## config.mk

```make
export PLATFORM = sky130hd
export DESIGN_NAME = edge_pfd
export DESIGN_NICKNAME = d
export VERILOG_FILES = /design/src/rtl/pfd_pkg.sv /design/src/rtl/pfd_edge_sense.sv /design/src/rtl/pfd_flag_core.sv /design/src/rtl/pfd_err_encode.sv /design/src/rtl/edge_pfd.sv
export SDC_FILE = /design/constraint.sdc
export NUM_CORES = 1
export LEC_CHECK = 0
export ABC_AREA = 1
export ABC_CLOCK_PERIOD_IN_PS = 1040
export BUFFER_PORTS_ARGS = -buffer_cell sky130_fd_sc_hd__buf_2
export CAP_MARGIN = 10
export CORE_AREA = 4 4 41 43
export CTS_BUF_LIST = sky130_fd_sc_hd__clkbuf_4 sky130_fd_sc_hd__clkbuf_8 sky130_fd_sc_hd__clkbuf_16
export DETAILED_ROUTE_END_ITERATION = 8
export DIE_AREA = 0 0 45 47
export PLACE_DENSITY = 0.4
export SYNTH_ARGS = -nofsm -noshare
export SYNTH_HDL_FRONTEND = slang
export SYNTH_SLANG_ARGS = --single-unit
```

## constraint.sdc

```tcl
create_clock -name clk -period 1.04 [get_ports clk]
set_clock_uncertainty 0.15 [all_clocks]
set_input_delay 0.104 -clock clk [delete_from_list [all_inputs] [get_ports clk]]
set_output_delay 0.104 -clock clk [all_outputs]
set_load 0.02 [all_outputs]
```

## src/rtl/pfd_pkg.sv

```systemverilog
package pfd_pkg;

  // {drive, level} coding of the three-state error output
  typedef enum logic [1:0] {
    ERR_FLOAT   = 2'b00,
    ERR_PULL_LO = 2'b10,
    ERR_PUSH_HI = 2'b11
  } err_code_e;

  // pending corrections held by the edge memory
  typedef struct packed {
    logic up;
    logic dn;
  } pfd_flags_t;

  localparam int unsigned PFD_NUM_CH   = 2;
  localparam int unsigned PFD_CH_REF   = 0;
  localparam int unsigned PFD_CH_FB    = 1;

endpackage

```

## src/rtl/pfd_edge_sense.sv

```systemverilog
module pfd_edge_sense #(
  parameter int unsigned SYNC_STAGES = 2
) (
  input  logic clk,
  input  logic rst_n,
  input  logic din,
  output logic rise
);

  localparam int unsigned LAST = SYNC_STAGES - 1;

  logic [SYNC_STAGES-1:0] sync_q;
  logic [SYNC_STAGES-1:0] sync_d;
  logic                   prev_q;
  logic                   prev_d;
  logic                   samp_en;

  // synchronizer chain, one flop per stage
  for (genvar i = 0; i < SYNC_STAGES; i++) begin : g_stage
    if (i == 0) begin : g_first
      assign sync_d[i] = din;
    end else begin : g_next
      assign sync_d[i] = sync_q[i-1];
    end
  end

  assign samp_en = 1'b1;
  assign prev_d  = sync_q[LAST];

  always_ff @(posedge clk or negedge rst_n) begin
    if (!rst_n) begin
      sync_q <= '0;
      prev_q <= 1'b0;
    end else if (samp_en) begin
      sync_q <= sync_d;
      prev_q <= prev_d;
    end
  end

  assign rise = sync_q[LAST] & ~prev_q;

  // a held-high level yields exactly one edge strobe
  a_r7_rise_one_cycle: assert property (@(posedge clk) disable iff (!rst_n)
    rise |=> !rise);

endmodule

```

## src/rtl/pfd_flag_core.sv

```systemverilog
module pfd_flag_core
  import pfd_pkg::*;
(
  input  logic       clk,
  input  logic       rst_n,
  input  logic       ref_rise,
  input  logic       fb_rise,
  output pfd_flags_t flags
);

  pfd_flags_t flags_q;
  pfd_flags_t flags_d;
  logic       flag_en;
  logic       nxt_up;
  logic       nxt_dn;

  always_comb begin
    nxt_up  = flags_q.up | ref_rise;
    nxt_dn  = flags_q.dn | fb_rise;
    flag_en = ref_rise | fb_rise;
    if (nxt_up && nxt_dn) begin
      flags_d = '0;
    end else begin
      flags_d.up = nxt_up;
      flags_d.dn = nxt_dn;
    end
  end

  always_ff @(posedge clk or negedge rst_n) begin
    if (!rst_n) begin
      flags_q <= '0;
    end else if (flag_en) begin
      flags_q <= flags_d;
    end
  end

  assign flags = flags_q;

  a_r4_never_both: assert property (@(posedge clk) disable iff (!rst_n)
    !(flags_q.up && flags_q.dn));

  a_r2_ref_sets_up: assert property (@(posedge clk) disable iff (!rst_n)
    (ref_rise && !fb_rise && !flags_q.dn) |=> flags_q.up);

  a_r3_fb_sets_dn: assert property (@(posedge clk) disable iff (!rst_n)
    (fb_rise && !ref_rise && !flags_q.up) |=> flags_q.dn);

  a_r4_fb_ends_up: assert property (@(posedge clk) disable iff (!rst_n)
    (flags_q.up && fb_rise && !ref_rise) |=> (!flags_q.up && !flags_q.dn));

  a_r5_coincident_idle: assert property (@(posedge clk) disable iff (!rst_n)
    (ref_rise && fb_rise && !flags_q.up && !flags_q.dn) |=> (!flags_q.up && !flags_q.dn));

  a_r9_dn_holds: assert property (@(posedge clk) disable iff (!rst_n)
    (flags_q.dn && !ref_rise) |=> flags_q.dn);

endmodule

```

## src/rtl/pfd_err_encode.sv

```systemverilog
module pfd_err_encode
  import pfd_pkg::*;
(
  input  pfd_flags_t flags,
  output logic       drive,
  output logic       level,
  output logic       lock
);

  err_code_e code;

  always_comb begin
    unique case ({flags.up, flags.dn})
      2'b10:   code = ERR_PUSH_HI;
      2'b01:   code = ERR_PULL_LO;
      default: code = ERR_FLOAT;
    endcase
  end

  assign {drive, level} = code;
  assign lock           = (code == ERR_FLOAT);

endmodule

```

## src/rtl/edge_pfd.sv

```systemverilog
module edge_pfd
  import pfd_pkg::*;
#(
  parameter int unsigned SYNC_STAGES = 2
) (
  input  logic clk,
  input  logic rst_n,
  input  logic ref_in,
  input  logic fb_in,
  output logic err_drive,
  output logic err_level,
  output logic lock_pulse
);

  logic [PFD_NUM_CH-1:0] raw_in;
  logic [PFD_NUM_CH-1:0] ch_rise;
  pfd_flags_t            flags;

  assign raw_in[PFD_CH_REF] = ref_in;
  assign raw_in[PFD_CH_FB]  = fb_in;

  for (genvar c = 0; c < PFD_NUM_CH; c++) begin : g_ch
    pfd_edge_sense #(
      .SYNC_STAGES(SYNC_STAGES)
    ) u_sense (
      .clk  (clk),
      .rst_n(rst_n),
      .din  (raw_in[c]),
      .rise (ch_rise[c])
    );
  end

  pfd_flag_core u_core (
    .clk     (clk),
    .rst_n   (rst_n),
    .ref_rise(ch_rise[PFD_CH_REF]),
    .fb_rise (ch_rise[PFD_CH_FB]),
    .flags   (flags)
  );

  pfd_err_encode u_enc (
    .flags(flags),
    .drive(err_drive),
    .level(err_level),
    .lock (lock_pulse)
  );

  // lock indication drops for every driven cycle
  a_r6_lock_vs_drive: assert property (@(posedge clk) disable iff (!rst_n)
    (lock_pulse != err_drive));

endmodule

```

==> results by group, run 1 <==
Outcome
  – Status: finished with violations
  – Failing checks: negative setup slack

Floorplanning
  – # rows: 13
  – Num ports: 7
  – Die area: 0.002115 mm2
  – Core footprint: 0.001301 mm2
  – Die width: 45 um
  – Die height: 47 um
  – Effective utilization at floorplan: 0.2077

Global route
  – Total GRT Usage: 0.06210
  – First-pass GRT wire length: 793 um
  – Largest net degree at the start of global routing: 9
  – Number of global-route vias before repair: 206
  – GRT Residual Overflow: 0
  – Antenna violations before repair: 0

Layout
  – Commonest non-fill, non-tap cells in the layout: 8 x dfrtp_1, 4 x nand2_1
  – Share of cells above drive strength 1: 0.3784
  – Final net count: 44
  – Final non-filler cell area: 414.1 um2
  – ANT cells: 0
  – Non-Filler Instances: 52
  – Layout Utilization: 0.3183
  – Area Growth Syn to Fin: 53.24%
  – Most common cell after layout, fill and taps aside: dfrtp_1
  – Fill cells: 144

Power
  – Pwr/cell area: 1807 mW/mm2
  – Leak: 0.2094 nW
  – Peak supply drop: 0.5715 mV

Timing
  – Final Hold Viols: 0
  – Setup_tns: -0.6927 ns
  – Final Cycle Share: 1.271
  – Fin Hold WS: 0.07151 ns
  – Max-slew violation count: 0
  – Fmax: 0.7566 GHz
  – Setup Viol. Count Final: 3
  – Slew Limit Headroom: 0.8823
  – RSZ-0062 raised after global routing: yes
  – Fin crit period: 1.322 ns
  – Setup ws final: -0.2818 ns
  – Least-Margin Pin Slew: 0.1766 ns

Routing
  – DR DRC count: 0
  – Total Routed Length: 409 um
  – Antenna-violating nets left: 0
  – Via density: 3.962
  – TritonRoute pass-1 iters: 1
  – Drt first-iter violations: 0
  – Wirelength per Cell: 7.865 um
  – Via count: 206

Clock tree
  – Setup Fix Bufs, Post-CTS: 0
  – Clock latency on the worst-skew pair: 0.25 ns
  – CTS tree: built
  – Clock transition at path regs: 0.05 ns
  – # H-tree levels: 1
  – Clock Root Buffer: clkbuf_4
  – Num Clock Sinks: 8
  – TritonCTS Buffers: 3
  – Buffer depth of the longest clock path: 2

Synthesis
  – Syn Nets: 28
  – Synth Register Bits: 8
  – Post-synth top area share: 0.7407
  – Yosys warns: 0
  – Yosys cell types: 7
  – Mapped cell area: 270.3 um2
  – Mapped Avg Cell Area: 11.75 um2
  – Sequential fraction of the synthesis area: 0.7407
  – Post-synth top area cell: dfrtp_1
  – Cells taking the most area after synthesis: dfrtp_1 74%, inv_1 5.6%, nand2_1 5.6%
  – Cell count after synthesis: 23

Worst setup path
  – Crit. End Element: output pin
  – WS Path Type: flop to output pin
  – CP Launch Type: flop
  – Crit path arrival time: 1.07 ns
  – Crit path required time: 0.79 ns
  – Max FO, Critical Path: 2

Placed design
  – Routability congestion estimate: 0.5863
  – Port-buffer cells: 6
  – Dpl cell area: 346.6 um2
  – Number of instances in the placed design: 46

Min path
  – Hold Crit Class: primary input to asynchronous set/reset pin

Run
  – Max-cap violations: 0
[where the power goes]
group | switching [W] | internal (W)
Clock | 0.0000923 | 0.000131
Combinational | 0.0000847 | 0.0000926
Sequential | 0.0000135 | 0.000334
[path summary, 6_finish.rpt]
kind | start | endpoint | slack, ns | cells past startpoint
setup / recovery | u_core.flags[1] | err_drive | -0.28 | 3
hold / removal | rst_n | g_ch[1].u_sense.sync_q[0] | 0.07 | 2
hold reg to reg | g_ch[0].u_sense.sync_q[0] | g_ch[0].u_sense.sync_q[1] | 0.20 | 0
setup reg to reg | u_core.flags[1] | u_core.flags[1] | 0.08 | 3
min in group clk | g_ch[0].u_sense.sync_q[0] | g_ch[0].u_sense.sync_q[1] | 0.20 | 0
max in group asynchronous | rst_n | g_ch[0].u_sense.prev_q | 0.51 | 2
[logic make-up (layout without fill, tap and decap cells)]
family | Yosys count | after routing | share of synthesized area
compound gates | 2 | 2 | 0.03704
fa+ha+maj | 1 | 1 | 0.04629
buf+inv | 4 | 18 | 0.05554
flops | 8 | 8 | 0.7407
simple gates | 8 | 8 | 0.1204
[flip-flops by register name (all words and copies together) (netlist names)]
| name | count |
|---|---|
| g_ch.u_sense.sync_q | 4 |
| g_ch.u_sense.prev_q | 2 |
| u_core.flags | 2 |
[critical path: stages, from the launching register on]
cell and delay (ns):
dfrtp_1 0.40, ha_4 0.28, inv_2 0.03, buf_6 0.12
[layer usage]
metal,track usage,up-vias,share of wire
met5,0,-,0
met4,0.1053,0,0.042
met3,0.03448,2,0.090
met2,0.08192,9,0.49
met1,0.05116,97,0.38
li1,-,98,-
[through the flow]
step           total power [W]  setup slack [ns]
6_report             0.0007484           -0.2818
5_1_grt              0.0008131           -0.3487
4_1_cts              0.0007707           -0.3022
3_5_place_dp         0.0004939          -0.07029
3_3_place_gp         0.0004901          -0.05975
2_1_floorplan        0.0004498         0.0007280
[cells in the mapped netlist]
| cell | instances |
|---|---|
| dfrtp_1 | 8 |
| inv_1 | 4 |
| nand2_1 | 4 |
| a21oi_1 | 2 |
| nand3_1 | 2 |
| nor2_1 | 2 |
| ha_1 | 1 |
[what timing repair did]
item / in CTS / in global routing
gates resized for setup: 6 / 0
endpoints found under the hold margin: 10 / 0
setup endpoints to repair: 3 / 3
hold buffers: 3 / 0
pin swaps: 1 / 1
[layout make-up]
| cell class | count | area [um2] | area share |
|---|---|---|---|
| Inverter | 4 | 15.01 | 0.03625 |
| Clock buffer | 3 | 22.52 | 0.05438 |
| Sequential cell | 8 | 200.2 | 0.4834 |
| Timing Repair Buffer | 11 | 90.09 | 0.2175 |
| Multi-Input combinational cell | 11 | 67.56 | 0.1631 |
| Tap cell | 15 | 18.77 | 0.04532 |
Note: power is estimated with default switching activity, not from simulation.
==> inputs of run 2 (changes only) <==
--- a/config.mk
+++ b/config.mk
@@ -13,7 +13,8 @@
 export CTS_BUF_LIST = sky130_fd_sc_hd__clkbuf_4 sky130_fd_sc_hd__clkbuf_8 sky130_fd_sc_hd__clkbuf_16
 export DETAILED_ROUTE_END_ITERATION = 8
 export DIE_AREA = 0 0 45 47
-export PLACE_DENSITY = 0.4
+export PLACE_DENSITY = 0.41
 export SYNTH_ARGS = -nofsm -noshare
 export SYNTH_HDL_FRONTEND = slang
+export SYNTH_HIERARCHICAL = 1
 export SYNTH_SLANG_ARGS = --single-unit
==> run 2 against run 1 <==
The flow still finishes with violations (negative setup slack); cell count rose by 3.8%; utilization rose by 0.77 points; first-iteration DRC count rose by 1; sequential power barely moved; cell area rose by 2.4%; synthesized area rose by 3.7%; clock power rose by 2%; worst hold slack got worse by 0.0078 ns; die area did not move; register-to-register slack barely moved; largest power group unchanged; highest routed layer unchanged.
==> results by group, run 2 <==
Floorplanning
  – Die height: 47 um (unchanged)
  – Die area: 0.002115 mm2 (unchanged)
  – Num ports: 7 (unchanged)
  – Die width: 45 um (unchanged)
  – # rows: 13 (unchanged)
  – Effective utilization at floorplan: 0.2154 (was 0.2077)
  – Core footprint: 0.001301 mm2 (unchanged)

Synthesis
  – Yosys warns: 6 (was 0)
  – Post-synth top area share: 0.7143 (was 0.7407)
  – Sequential fraction of the synthesis area: 0.7143 (was 0.7407)
  – Main synth FF type: dfrtp_1 (unchanged)
  – Yosys cell types: 6 (was 7)
  – Mapped Avg Cell Area: 11.21 um2 (was 11.75 um2)
  – Top cells by count, synth: 8 x dfrtp_1, 6 x inv_1, 4 x nand2_1, 3 x nor2_1, 3 x nor2_2 (was 8 x dfrtp_1, 4 x inv_1, 4 x nand2_1)
  – Mapped cell area: 280.3 um2 (was 270.3 um2)
  – Post-synth EDFFs: 0 (unchanged)
  – Post-synth top area cell: dfrtp_1 (unchanged)
  – Syn Nets: 30 (was 28)
  – Cells taking the most area after synthesis: dfrtp_1 71%, inv_1 8.0%, nor2_2 6.7% (was dfrtp_1 74%, inv_1 5.6%, nand2_1 5.6%)
  – Ys async rst share: 1.000 (unchanged)
  – Cell count after synthesis: 25 (was 23)
  – Synth Register Bits: 8 (unchanged)
  – Most common cell in the netlist: dfrtp_1 (unchanged)

Clock tree
  – CTS tree: built (unchanged)
  – Buffer depth of the longest clock path: 2 (unchanged)
  – Num Clock Sinks: 8 (unchanged)
  – # H-tree levels: 1 (unchanged)
  – Clock latency on the worst-skew pair: 0.25 ns (about the same)
  – Setup Fix Bufs, Post-CTS: 0 (unchanged)
  – TritonCTS Buffers: 3 (unchanged)
  – Clock transition at path regs: 0.05 ns (about the same)
  – Clock Root Buffer: clkbuf_4 (unchanged)

Worst setup path
  – Crit path arrival time: 1.07 ns (about the same)
  – Top delay family on crit path: flip-flops (unchanged)
  – Crit path required time: 0.79 ns (about the same)
  – WS Path Type: flop to output pin (unchanged)
  – Reg2Reg Setup Slack: 0.07 ns (was 0.08 ns)
  – CP Launch Type: flop (unchanged)
  – Worst Path Buf+Inv: 2 (unchanged)
  – Worst setup path start: u_core/flags[1] (was u_core.flags[1])
  – Crit. End Element: output pin (unchanged)
  – Max FO, Critical Path: 2 (unchanged)
  – Crit-path cells: ha_4 > inv_2 > buf_6 (unchanged)
  – Slowest Stage Delay on Critical Path: 0.40 ns (about the same)
  – RR Startpoint: u_core/flags[1] (was u_core.flags[1])
  – Slowest stage cell, crit path: dfrtp_1 (unchanged)

Routing
  – Via density: 3.815 (was 3.962)
  – Wirelength per Cell: 7.704 um (was 7.865 um)
  – Drt first-iter violations: 1 (was 0)
  – Antenna-violating nets left: 0 (unchanged)
  – Via count: 206 (unchanged)
  – TritonRoute pass-1 iters: 3 (was 1)
  – Total Routed Length: 416 um (was 409 um)
  – DR DRC count: 0 (unchanged)

Layout
  – Most common cell after layout, fill and taps aside: dfrtp_1 (unchanged)
  – Reg with most FFs: g_ch.u_sense/sync_q (was g_ch.u_sense.sync_q)
  – Multi-input gate area: 70.07 um2 (was 67.56 um2)
  – Area Growth Syn to Fin: 51.34% (was 53.24%)
  – Largest register FFs: 4 (unchanged)
  – Register area: 200.2 um2 (unchanged)
  – ANT cells: 0 (unchanged)
  – Fill cells: 139 (was 144)
  – Commonest non-fill, non-tap cells in the layout: 8 x dfrtp_1, 4 x inv_1, 4 x nand2_1 (was 8 x dfrtp_1, 4 x nand2_1)
  – Non-Filler Instances: 54 (was 52)
  – Final non-filler cell area: 424.2 um2 (was 414.1 um2)
  – Final net count: 46 (was 44)
  – Share of cells above drive strength 1: 0.4359 (was 0.3784)

Power
  – Peak supply drop: 0.6896 mV (was 0.5715 mV)
  – Leak: 0.2155 nW (was 0.2094 nW)
  – Pwr/cell area: 1787 mW/mm2 (was 1807 mW/mm2)

Timing
  – Setup ws final: -0.2883 ns (was -0.2818 ns)
  – Fin Hold WS: 0.06371 ns (was 0.07151 ns)
  – Setup Viol. Count Final: 3 (unchanged)
  – Final Cycle Share: 1.277 (was 1.271)
  – RSZ-0062 raised after global routing: yes (unchanged)
  – Fin crit period: 1.328 ns (was 1.322 ns)
  – Max-slew violation count: 0 (unchanged)
  – Least-Margin Pin Slew: 0.1805 ns (was 0.1766 ns)
  – Fmax: 0.7529 GHz (was 0.7566 GHz)
  – Slew Limit Headroom: 0.8797 (was 0.8823)
  – Final Hold Viols: 0 (unchanged)

Global route
  – Total GRT Usage: 0.05831 (was 0.06210)
  – Largest net degree at the start of global routing: 9 (unchanged)
  – GRT Residual Overflow: 0 (unchanged)
  – Number of global-route vias before repair: 208 (was 206)
  – First-pass GRT wire length: 779 um (was 793 um)
  – Antenna violations before repair: 0 (unchanged)

Min path
  – Hold Crit Class: primary input to asynchronous set/reset pin (unchanged)

Outcome
  – Failing checks: negative setup slack (unchanged)
  – Status: finished with violations (unchanged)

Placed design
  – Dpl cell area: 356.6 um2 (was 346.6 um2)
  – Routability congestion estimate: 0.5916 (was 0.5863)
  – Number of instances in the placed design: 48 (was 46)
  – Port-buffer cells: 6 (unchanged)

Run
  – Max-cap violations: 0 (unchanged)
==> run 2: area by class of cell <==
class / instances / share of cell area
flip-flops and latches: 8 / 0.4720
repair buffers: 11 / 0.2124
multi-input cells: 11 / 0.1652
well taps: 15 / 0.04425
clock buffers: 3 / 0.05310
inverters: 6 / 0.05310
==> run 2: routing by layer <==
metal / up-vias / GRT usage / wire length [um]
met4: 0 / 0.07018 / 18
met2: 10 / 0.07345 / 170
li1: 100 / - / -
met3: 2 / 0.03448 / 47
met1: 94 / 0.06103 / 179
met5: - / 0 / 0
==> run 2: logic make-up (layout without fill, tap and decap cells) <==
logic type / after synthesis / after routing / share of synthesized area
buf+inv: 6 / 20 / 0.08035
flops: 8 / 8 / 0.7143
fa+ha+maj: 1 / 1 / 0.04464
simple gates: 10 / 10 / 0.1607
==> run 2: timing repair <==
| action | CTS | global route |
|---|---|---|
| setup endpoints to repair | 3 | 3 |
| gates resized for setup | 6 | 0 |
| hold buffers | 3 | 0 |
| pin swaps | 1 | 1 |
| hold endpoints to repair | 10 | 0 |
==> run 2: where the power goes <==
part           total, W  switching (W)  internal [W]
logic          0.000183      0.0000888     0.0000943
clock network  0.000228      0.0000966      0.000131
registers      0.000347      0.0000127      0.000334
total          0.000758       0.000198      0.000560
==> run 2: final timing paths <==
check	endpoint	cells past startpoint
worst min register to register	g_ch[1].u_sense/sync_q[1]	0
max in group asynchronous	u_core/flags[1]	2
worst max-delay path	err_drive	3
min in group clk	g_ch[1].u_sense/sync_q[1]	0
worst min-delay path	u_core/flags[0]	2
worst max register to register	u_core/flags[1]	3
==> run 2: worst register-to-register path: stages (launching register included) <==
cell and delay, ns:
dfrtp_1 0.40, buf_4 0.15, nor2_1 0.11, nor2_2 0.05
==> run 2: stage by stage <==
step,TNS (ns),power [W],util,setup WS (ns)
floorplan,0,0.0004532,-,0.0008769
global placement,-0.08730,0.0004926,0.2740,-0.05730
detailed placement,-0.09332,0.0004963,0.2740,-0.06078
CTS,-0.7606,0.0007759,0.3260,-0.3036
global route,-0.8701,0.0008164,0.3260,-0.3444
finish,-0.7093,0.0007579,0.3260,-0.2883
